[config.mk]
export PLATFORM = sky130hd
export DESIGN_NAME = adc_seq_ctrl
export DESIGN_NICKNAME = d
export VERILOG_FILES = /design/src/rtl/adc_seq_pkg.sv /design/src/rtl/adc_seq_pick.sv /design/src/rtl/adc_seq_conv.sv /design/src/rtl/adc_seq_ctrl.sv
export SDC_FILE = /design/constraint.sdc
export NUM_CORES = 1
export LEC_CHECK = 0
export ABC_CLOCK_PERIOD_IN_PS = 3000
export CORE_ASPECT_RATIO = 1.1
export CORE_MARGIN = 4
export CORE_UTILIZATION = 45
export CTS_BUF_LIST = sky130_fd_sc_hd__clkbuf_4
export CTS_CLUSTER_SIZE = 8
export DETAILED_ROUTE_END_ITERATION = 8
export GPL_TIMING_DRIVEN = 0
export MAX_ROUTING_LAYER = met4
export SLEW_MARGIN = 20
export SYNTH_ARGS = -nofsm -noshare
export SYNTH_HDL_FRONTEND = slang
export SYNTH_SLANG_ARGS = --single-unit
[constraint.sdc]
create_clock -name clk -period 3 [get_ports clk]
set_input_delay 0.3 -clock clk [delete_from_list [all_inputs] [get_ports clk]]
set_output_delay 0.3 -clock clk [all_outputs]
set_load 0.03 [all_outputs]
[src/rtl/adc_seq_pkg.sv]
package adc_seq_pkg;
    // register byte offsets (software-visible, behaviour depends on them)
    localparam int OFF_TRIG  = 'h04;
    localparam int OFF_STAT  = 'h10;
    localparam int OFF_DATA0 = 'h14;
    localparam int OFF_MISC  = 'h94;
    localparam int PWR_BIT   = 14;
    // deterministic converter model: sample = ch*MUL + OFS (truncated)
    localparam int SAMPLE_MUL = 257;
    localparam int SAMPLE_OFS = 'h5A;
endpackage

[src/rtl/adc_seq_pick.sv]
module adc_seq_pick #(
    parameter int N    = 16,
    parameter int IDX_W = $clog2(N)
) (
    input  logic [N-1:0]     req,
    output logic [N-1:0]     grant,
    output logic [IDX_W-1:0] idx,
    output logic             vld
);
    // lowest set bit wins
    assign grant = req & (~req + N'(1));
    assign vld   = |req;

    always_comb begin
        idx = '0;
        for (int i = N - 1; i >= 0; i--) begin
            if (req[i]) idx = IDX_W'(i);
        end
    end
endmodule

[src/rtl/adc_seq_conv.sv]
module adc_seq_conv import adc_seq_pkg::*; #(
    parameter int NUM_CH  = 16,
    parameter int DATA_W  = 12,
    parameter int LATENCY = 8,
    parameter int CH_W    = $clog2(NUM_CH)
) (
    input  logic              clk,
    input  logic              rst_n,
    input  logic              start,
    input  logic [CH_W-1:0]   ch,
    output logic              done,
    output logic [DATA_W-1:0] sample
);
    localparam int CNT_W = $clog2(LATENCY + 1);

    typedef struct packed {
        logic [CNT_W-1:0] cnt;
        logic [CH_W-1:0]  ch;
    } conv_t;

    conv_t st_q, st_d;

    always_comb begin
        st_d = st_q;
        if (start) begin
            st_d.cnt = CNT_W'(LATENCY);
            st_d.ch  = ch;
        end else if (st_q.cnt != '0) begin
            st_d.cnt = st_q.cnt - CNT_W'(1);
        end
    end

    always_ff @(posedge clk) begin
        if (!rst_n) st_q <= '0;
        else        st_q <= st_d;
    end

    assign done   = (st_q.cnt == CNT_W'(1));
    assign sample = DATA_W'(32'(st_q.ch) * 32'(SAMPLE_MUL) + 32'(SAMPLE_OFS));

    AST_START_WHEN_IDLE: assert property (@(posedge clk) disable iff (!rst_n)
        start |-> (st_q.cnt == '0));
    AST_DONE_SINGLE: assert property (@(posedge clk) disable iff (!rst_n)
        done |=> !done);
endmodule

[src/rtl/adc_seq_ctrl.sv]
module adc_seq_ctrl import adc_seq_pkg::*; #(
    parameter int NUM_CH  = 16,
    parameter int DATA_W  = 12,
    parameter int ADDR_W  = 8,
    parameter int LATENCY = 8,
    parameter int CH_W    = $clog2(NUM_CH)
) (
    input  logic              clk,
    input  logic              rst_n,
    input  logic [ADDR_W-1:0] bus_addr,
    input  logic              bus_wr,
    input  logic [31:0]       bus_wdata,
    output logic [31:0]       bus_rdata,
    output logic              conv_start,
    output logic [CH_W-1:0]   conv_ch
);
    localparam int DATA_SPAN = 4 * NUM_CH;

    typedef struct packed {
        logic [NUM_CH-1:0]             trig;
        logic [NUM_CH-1:0]             pend;
        logic [NUM_CH-1:0]             rdy;
        logic [NUM_CH-1:0][DATA_W-1:0] data;
        logic                          pwr;
        logic                          active;
        logic [CH_W-1:0]               cur;
    } ctl_t;

    ctl_t q, d;

    logic [NUM_CH-1:0] grant;
    logic              grant_vld;
    logic              conv_done;
    logic [DATA_W-1:0] conv_sample;
    logic              busy;
    logic              unused_wdata;

    assign unused_wdata = ^bus_wdata;

    adc_seq_pick #(.N(NUM_CH), .IDX_W(CH_W)) u_pick (
        .req   (q.pend),
        .grant (grant),
        .idx   (conv_ch),
        .vld   (grant_vld)
    );

    adc_seq_conv #(.NUM_CH(NUM_CH), .DATA_W(DATA_W), .LATENCY(LATENCY), .CH_W(CH_W)) u_conv (
        .clk    (clk),
        .rst_n  (rst_n),
        .start  (conv_start),
        .ch     (conv_ch),
        .done   (conv_done),
        .sample (conv_sample)
    );

    assign conv_start = q.pwr && !q.active && grant_vld;
    assign busy       = q.active || (|q.pend);

    // ---- address decode
    logic              hit_trig, hit_stat, hit_misc, hit_data;
    logic [ADDR_W-1:0] rel;
    logic [CH_W-1:0]   data_idx;

    assign hit_trig = (bus_addr == ADDR_W'(OFF_TRIG));
    assign hit_stat = (bus_addr == ADDR_W'(OFF_STAT));
    assign hit_misc = (bus_addr == ADDR_W'(OFF_MISC));
    assign rel      = bus_addr - ADDR_W'(OFF_DATA0);
    assign hit_data = (bus_addr >= ADDR_W'(OFF_DATA0)) && (rel < ADDR_W'(DATA_SPAN))
                      && (rel[1:0] == 2'b00);
    assign data_idx = rel[CH_W+1:2];

    // ---- next state
    always_comb begin
        logic [NUM_CH-1:0] rise, fall;
        d    = q;
        rise = '0;
        fall = '0;
        if (bus_wr && hit_trig) begin
            d.trig = bus_wdata[NUM_CH-1:0];
            rise   = bus_wdata[NUM_CH-1:0] & ~q.trig;
            fall   = q.trig & ~bus_wdata[NUM_CH-1:0];
        end
        if (bus_wr && hit_misc) d.pwr = bus_wdata[PWR_BIT];
        if (conv_done) begin
            d.active      = 1'b0;
            d.data[q.cur] = conv_sample;
            d.rdy[q.cur]  = 1'b1;
        end
        if (conv_start) begin
            d.active = 1'b1;
            d.cur    = conv_ch;
        end
        d.pend = (q.pend & ~(conv_start ? grant : '0)) | rise;
        d.rdy  = d.rdy & ~fall;   // software clear overrides same-edge completion
    end

    always_ff @(posedge clk) begin
        if (!rst_n) q <= '0;
        else        q <= d;
    end

    // ---- read path
    logic [NUM_CH-1:0][31:0] rd_word;
    for (genvar g = 0; g < NUM_CH; g++) begin : g_rd
        assign rd_word[g] = 32'({q.rdy[g], q.data[g]});
    end

    always_comb begin
        bus_rdata = '0;
        if (hit_trig)      bus_rdata = 32'(q.trig);
        else if (hit_stat) bus_rdata = 32'(busy);
        else if (hit_misc) bus_rdata = 32'(q.pwr) << PWR_BIT;
        else if (hit_data) bus_rdata = rd_word[data_idx];
    end

    // ---- assertions
    AST_DONE_WHILE_ACTIVE: assert property (@(posedge clk) disable iff (!rst_n)
        conv_done |-> q.active);
    AST_READY_NEEDS_DONE: assert property (@(posedge clk) disable iff (!rst_n)
        !conv_done |=> ((q.rdy & ~$past(q.rdy)) == '0));
    AST_IDLE_WITH_LAST: assert property (@(posedge clk) disable iff (!rst_n)
        (conv_done && q.pend == '0 && !bus_wr) |=> !busy);
    AST_ASCENDING: assert property (@(posedge clk) disable iff (!rst_n)
        conv_start |-> ((q.pend & ((NUM_CH'(1) << conv_ch) - NUM_CH'(1))) == '0));
    AST_UNPOWERED_HOLD: assert property (@(posedge clk) disable iff (!rst_n)
        !q.pwr |=> !$rose(q.active));
endmodule

# Word-level counts from Yosys, hierarchy flattened
# Cells that the tools add are included.
# W data, S select, Z words.
# word_totals
inputBits	43
out_inout_bits	37
reg_bits	250
# classes
eq_ne	4
order_cmp	5
n_reduce_logical	15
bitwise	13
n_mux	35
n_mul	1
add_sub_neg	4
# op_table
op	count
$mux W208	1
$bwmux W192	1
$mux W32	5
$bmux W32 S4	1
$and A16 B16 Y16	5
$not A16 Y16	5
$mux W4	18
$demux W12 S4	1
$mux W16	3
$or A16 B16 Y16	2
$add A16 B1 Y16 const B	1
$reduce_or A16 Y1	1
$add A12 B7 Y12 const B	1
$mul A4 B9 Y12 const B	1
$mux W12	1
$lt A4 B5 Y1 const B	2
$eq A8 B3 Y1 const B	1
$eq A8 B5 Y1 const B	1
$eq A8 B8 Y1 const B	1
$ge A8 B5 Y1 const B	1
$lt A8 B7 Y1 const B	1
$sub A8 B5 Y8 const B	1
$logic_and A1 B1 Y1	7
$mux W5	1
other kinds (12)	14

# Longest topological paths before layout
# depth
depth_word	17
mapped_depth	11
mapped_depth_nobuf	8

# Modules after synthesis
# From an unflattened synthesis, not the netlist that was laid out.
# hier_totals
hier_cells	1346
hier_area_um2	12216.7
# modules_own_cells
module	instances	cells_each	area_each_um2
adc_seq_ctrl	1	1242	11385.9
adc_seq_conv	1	52	486.7
adc_seq_pick	1	52	344.1

# Worst setup path after synthesis
# Ideal clock, no wire load.
# synth_timing
path_kind	input-to-output
start	input bus_addr[2]
end	output bus_rdata[8]
arrival_time_ns	2.637
path_slack_ns	0.063
cell_stages	10
cell_sequence	buf_4 -> buf_6 -> buf_2 -> inv_1 -> ha_1 -> buf_2 -> mux4_2 -> mux4_2 -> and2_1 -> a21o_1
# synth_via
elab_chain_cells	8
word_cells_on_any_way	14
# synth_rtl
item	line	text
start: declaration	adc_seq_ctrl.sv:10	input logic [ADDR_W-1:0] bus_addr,
$sub A8 B5 Y8	adc_seq_ctrl.sv:67	assign rel = bus_addr - ADDR_W'(OFF_DATA0);
$lt A8 B7 Y1	adc_seq_ctrl.sv:68	assign hit_data = (bus_addr >= ADDR_W'(OFF_DATA0)) && (rel < ADDR_W'(DATA_SPAN))
$logic_and A1 B1 Y1	adc_seq_ctrl.sv:68	
$logic_and A1 B1 Y1	adc_seq_ctrl.sv:69	&& (rel[1:0] == 2'b00);
$mux W32	adc_seq_ctrl.sv:113	else if (hit_data) bus_rdata = rd_word[data_idx];
$mux W32	adc_seq_ctrl.sv:112	else if (hit_misc) bus_rdata = 32'(q.pwr) << PWR_BIT;
$mux W32	adc_seq_ctrl.sv:111	else if (hit_stat) bus_rdata = 32'(busy);
$mux W32 *	adc_seq_ctrl.sv:110	if (hit_trig) bus_rdata = 32'(q.trig);
end: declaration	adc_seq_ctrl.sv:13	output logic [31:0] bus_rdata,
# Every way passes the cells marked *; elsewhere a longest branch is shown, timed or not. The select of a mux whose other input is x is not followed.

# Worst setup path after layout
# Same ends and word-level chain as after synthesis.

==> results.ini <==
[drt]
vias=8185
drc=0
via_per_inst=5.58
wl_per_cell_um=21.9
antenna_left=0
firstDrtPassIters=4
drt-initial-drc-count=533
wl_um=32100

[setup_path]
start_kind=input port
cp-end-kind=output pin
crit_type=in2out
reg2reg_slack_ps=680
arrival_ps=2670
worstPathMaxFanout=5
cp_data_required_time_ps=2700

[pwr]
p_total_mw=6.44
p_leak_nw=5.12
pwr_density_cell_nw_per_um2=533
ir_drop_v=0.000358

[global_routing]
first_global_vias=8190
grt_overflow=0
antenna_found_initial=1
grt_pass1_wl_um=49000
grt_max_degree=16
grt_use_total_pct=25.7

[clocking]
clkSinkCount=234
path_clk_slew_ps=60
cts_max_path_buffers=3
ctsHoldBuffers=0
worstSkewPairLatency_ps=730
tritoncts=done
htreeDepth=2
cts_made_buffers=59
root_buffer=clkbuf_4

[timing]
finClkSkew_ps=74.6
slew_viol_final=0
setup_viol=0
fin_crit_ps=2970
worst_pin_slew_ps=1020
relSlewSlack_pct=31.9
hold_viol_final=0
fmax_ghz=0.337
worst_slack_ps=28.9
timing.final.crit_share_pct=99.0

[floorplanning]
ioPinCount=80
coreArea_um2=22300
row_count=57
die-width_um=152
initial_core_util_pct=46.1
die_h_um=166
fp.dieArea_um2=25300

[place]
place.port_buffers=46
dp_slack_ps=-2140
dp_hpwl_um=22400
place_congestion=0.922

[layout]
nets=1183
area_growth_pct=18.0
drive_gt1_share_pct=20.0

[yosys]
postSynth.asyncResetShare_pct=0
synth_area_leaders=dfxtp_1, mux4_2, nand2_1
synth_cell_types=53
yosysWarnings=0
syn_avg_cell_area_um2=10.3
netlist_area_um2=10300
synth.top_cell.area_share_pct=45.7
synth_area_leader_cell=dfxtp_1
synth_flop_cell=dfxtp_1
ys_seq_area_share_pct=45.7
synth_commonest_cells=dfxtp_1, nand2_1, o21a_1
synth_most_common_cell=dfxtp_1
ys_seq_elements=234
synthCells=996
synth_edf_count=0

[min_path]
hp-class=in2reg

[flow_run]
cap_violations=0

[outcome]
status=complete, no violations

layout make-up:
class                      instances  area, µm²
fill                            2091      10200
multi-input combinational        670       5190
sequential                       234       4680
buffer                            91        588
clock buffer                      78        586
timing repair buffer              59        529
tap                              295        369
clock inverter                    22       90.1
inverter                          16       60.1
antenna                            1       2.50
metrics by stage:
stage	instances	utilization, %	cell area (µm²)	hold slack [ps]	TNS, ps
6_report	1466	54.4	12100	206	0
5_1_grt	1466	54.4	12100	206	-4.63
4_1_cts	1463	54.1	12000	185	0
3_5_place_dp	1352	50.1	11100	421	-27320
3_3_place_gp	1352	50.1	11100	414	-26650
2_1_floorplan	1011	-	10300	406	0
report_power, final:
part           internal (mW)  leakage [nW]  total (mW)  switching (mW)
Combinational          0.311          2.83       0.763           0.452
Clock                   1.20         0.402        2.48            1.28
Sequential              3.16          1.89        3.20          0.0367
cells in the final DEF, fill, tap and decap left out, types with 7 or more instances in the layout:
cell type	synthesis	layout
dfxtp_1	234	234
nand2_1	172	172
clkbuf_4	0	79
o21a_1	61	61
a21boi_0	51	51
and3_1	50	50
mux4_2	49	49
clkbuf_1	49	44
buf_4	20	33
mux2i_1	33	32
o211a_1	32	32
clkdlybuf4s50_1	0	26
nor2b_1	22	22
buf_2	16	21
nor2_1	20	20
clkinv_1	0	17
conb_1	1	16
inv_1	16	15
nand2b_1	14	14
nand3b_1	12	12
o21ai_0	11	11
a32o_1	12	10
nand3_1	10	10
o221a_2	10	10
a21boi_1	9	9
ha_1	9	8
buf_6	4	7
nor3_1	7	7
and2_1	8	7
kinds of logic after synthesis:
logic type / count (synthesis) / synth area share, %
AND/OR/NAND/NOR: 337 / 16.1
flip-flops: 234 / 45.7
AO/OA/AOI/OAI: 222 / 17.6
buffers and inverters: 107 / 5.14
multiplexers: 82 / 14.0
adder cells (fa/ha/maj): 9 / 1.10
XOR/XNOR: 4 / 0.342
other: 1 / 0.0366
final timing paths:
check,startpoint,endpoint,cells after the start
worst min register to register,register,register,2
worst max-delay path,bus_addr[2],bus_rdata[8],12
worst max register to register,u_conv.st_q[2],register,6
worst min-delay path,bus_wdata[3],q[233],3
worst max-delay path: stages:
cell	delay, ps
buf_2	120
buf_6	110
buf_12	100
buf_12	100
inv_2	40
ha_4	360
buf_12	160
mux4_2	340
mux4_2	520
and2_4	200
a21o_1	150
buf_4	160
metal layers:
metal	GRT usage, %	share of wire [%]
met3	5.26	6.2
met2	42.3	48
met1	32.0	44
met4	7.58	2.5
met5	-	0
what timing repair did:
action                     CTS  global route
pin swaps                    5             2
gates cloned                 1             0
gates resized for setup    120             9
hold endpoints to repair     0             0
buffers inserted            10             2
setup endpoints to repair   18            14
Note: power is estimated with default switching activity, not from simulation.
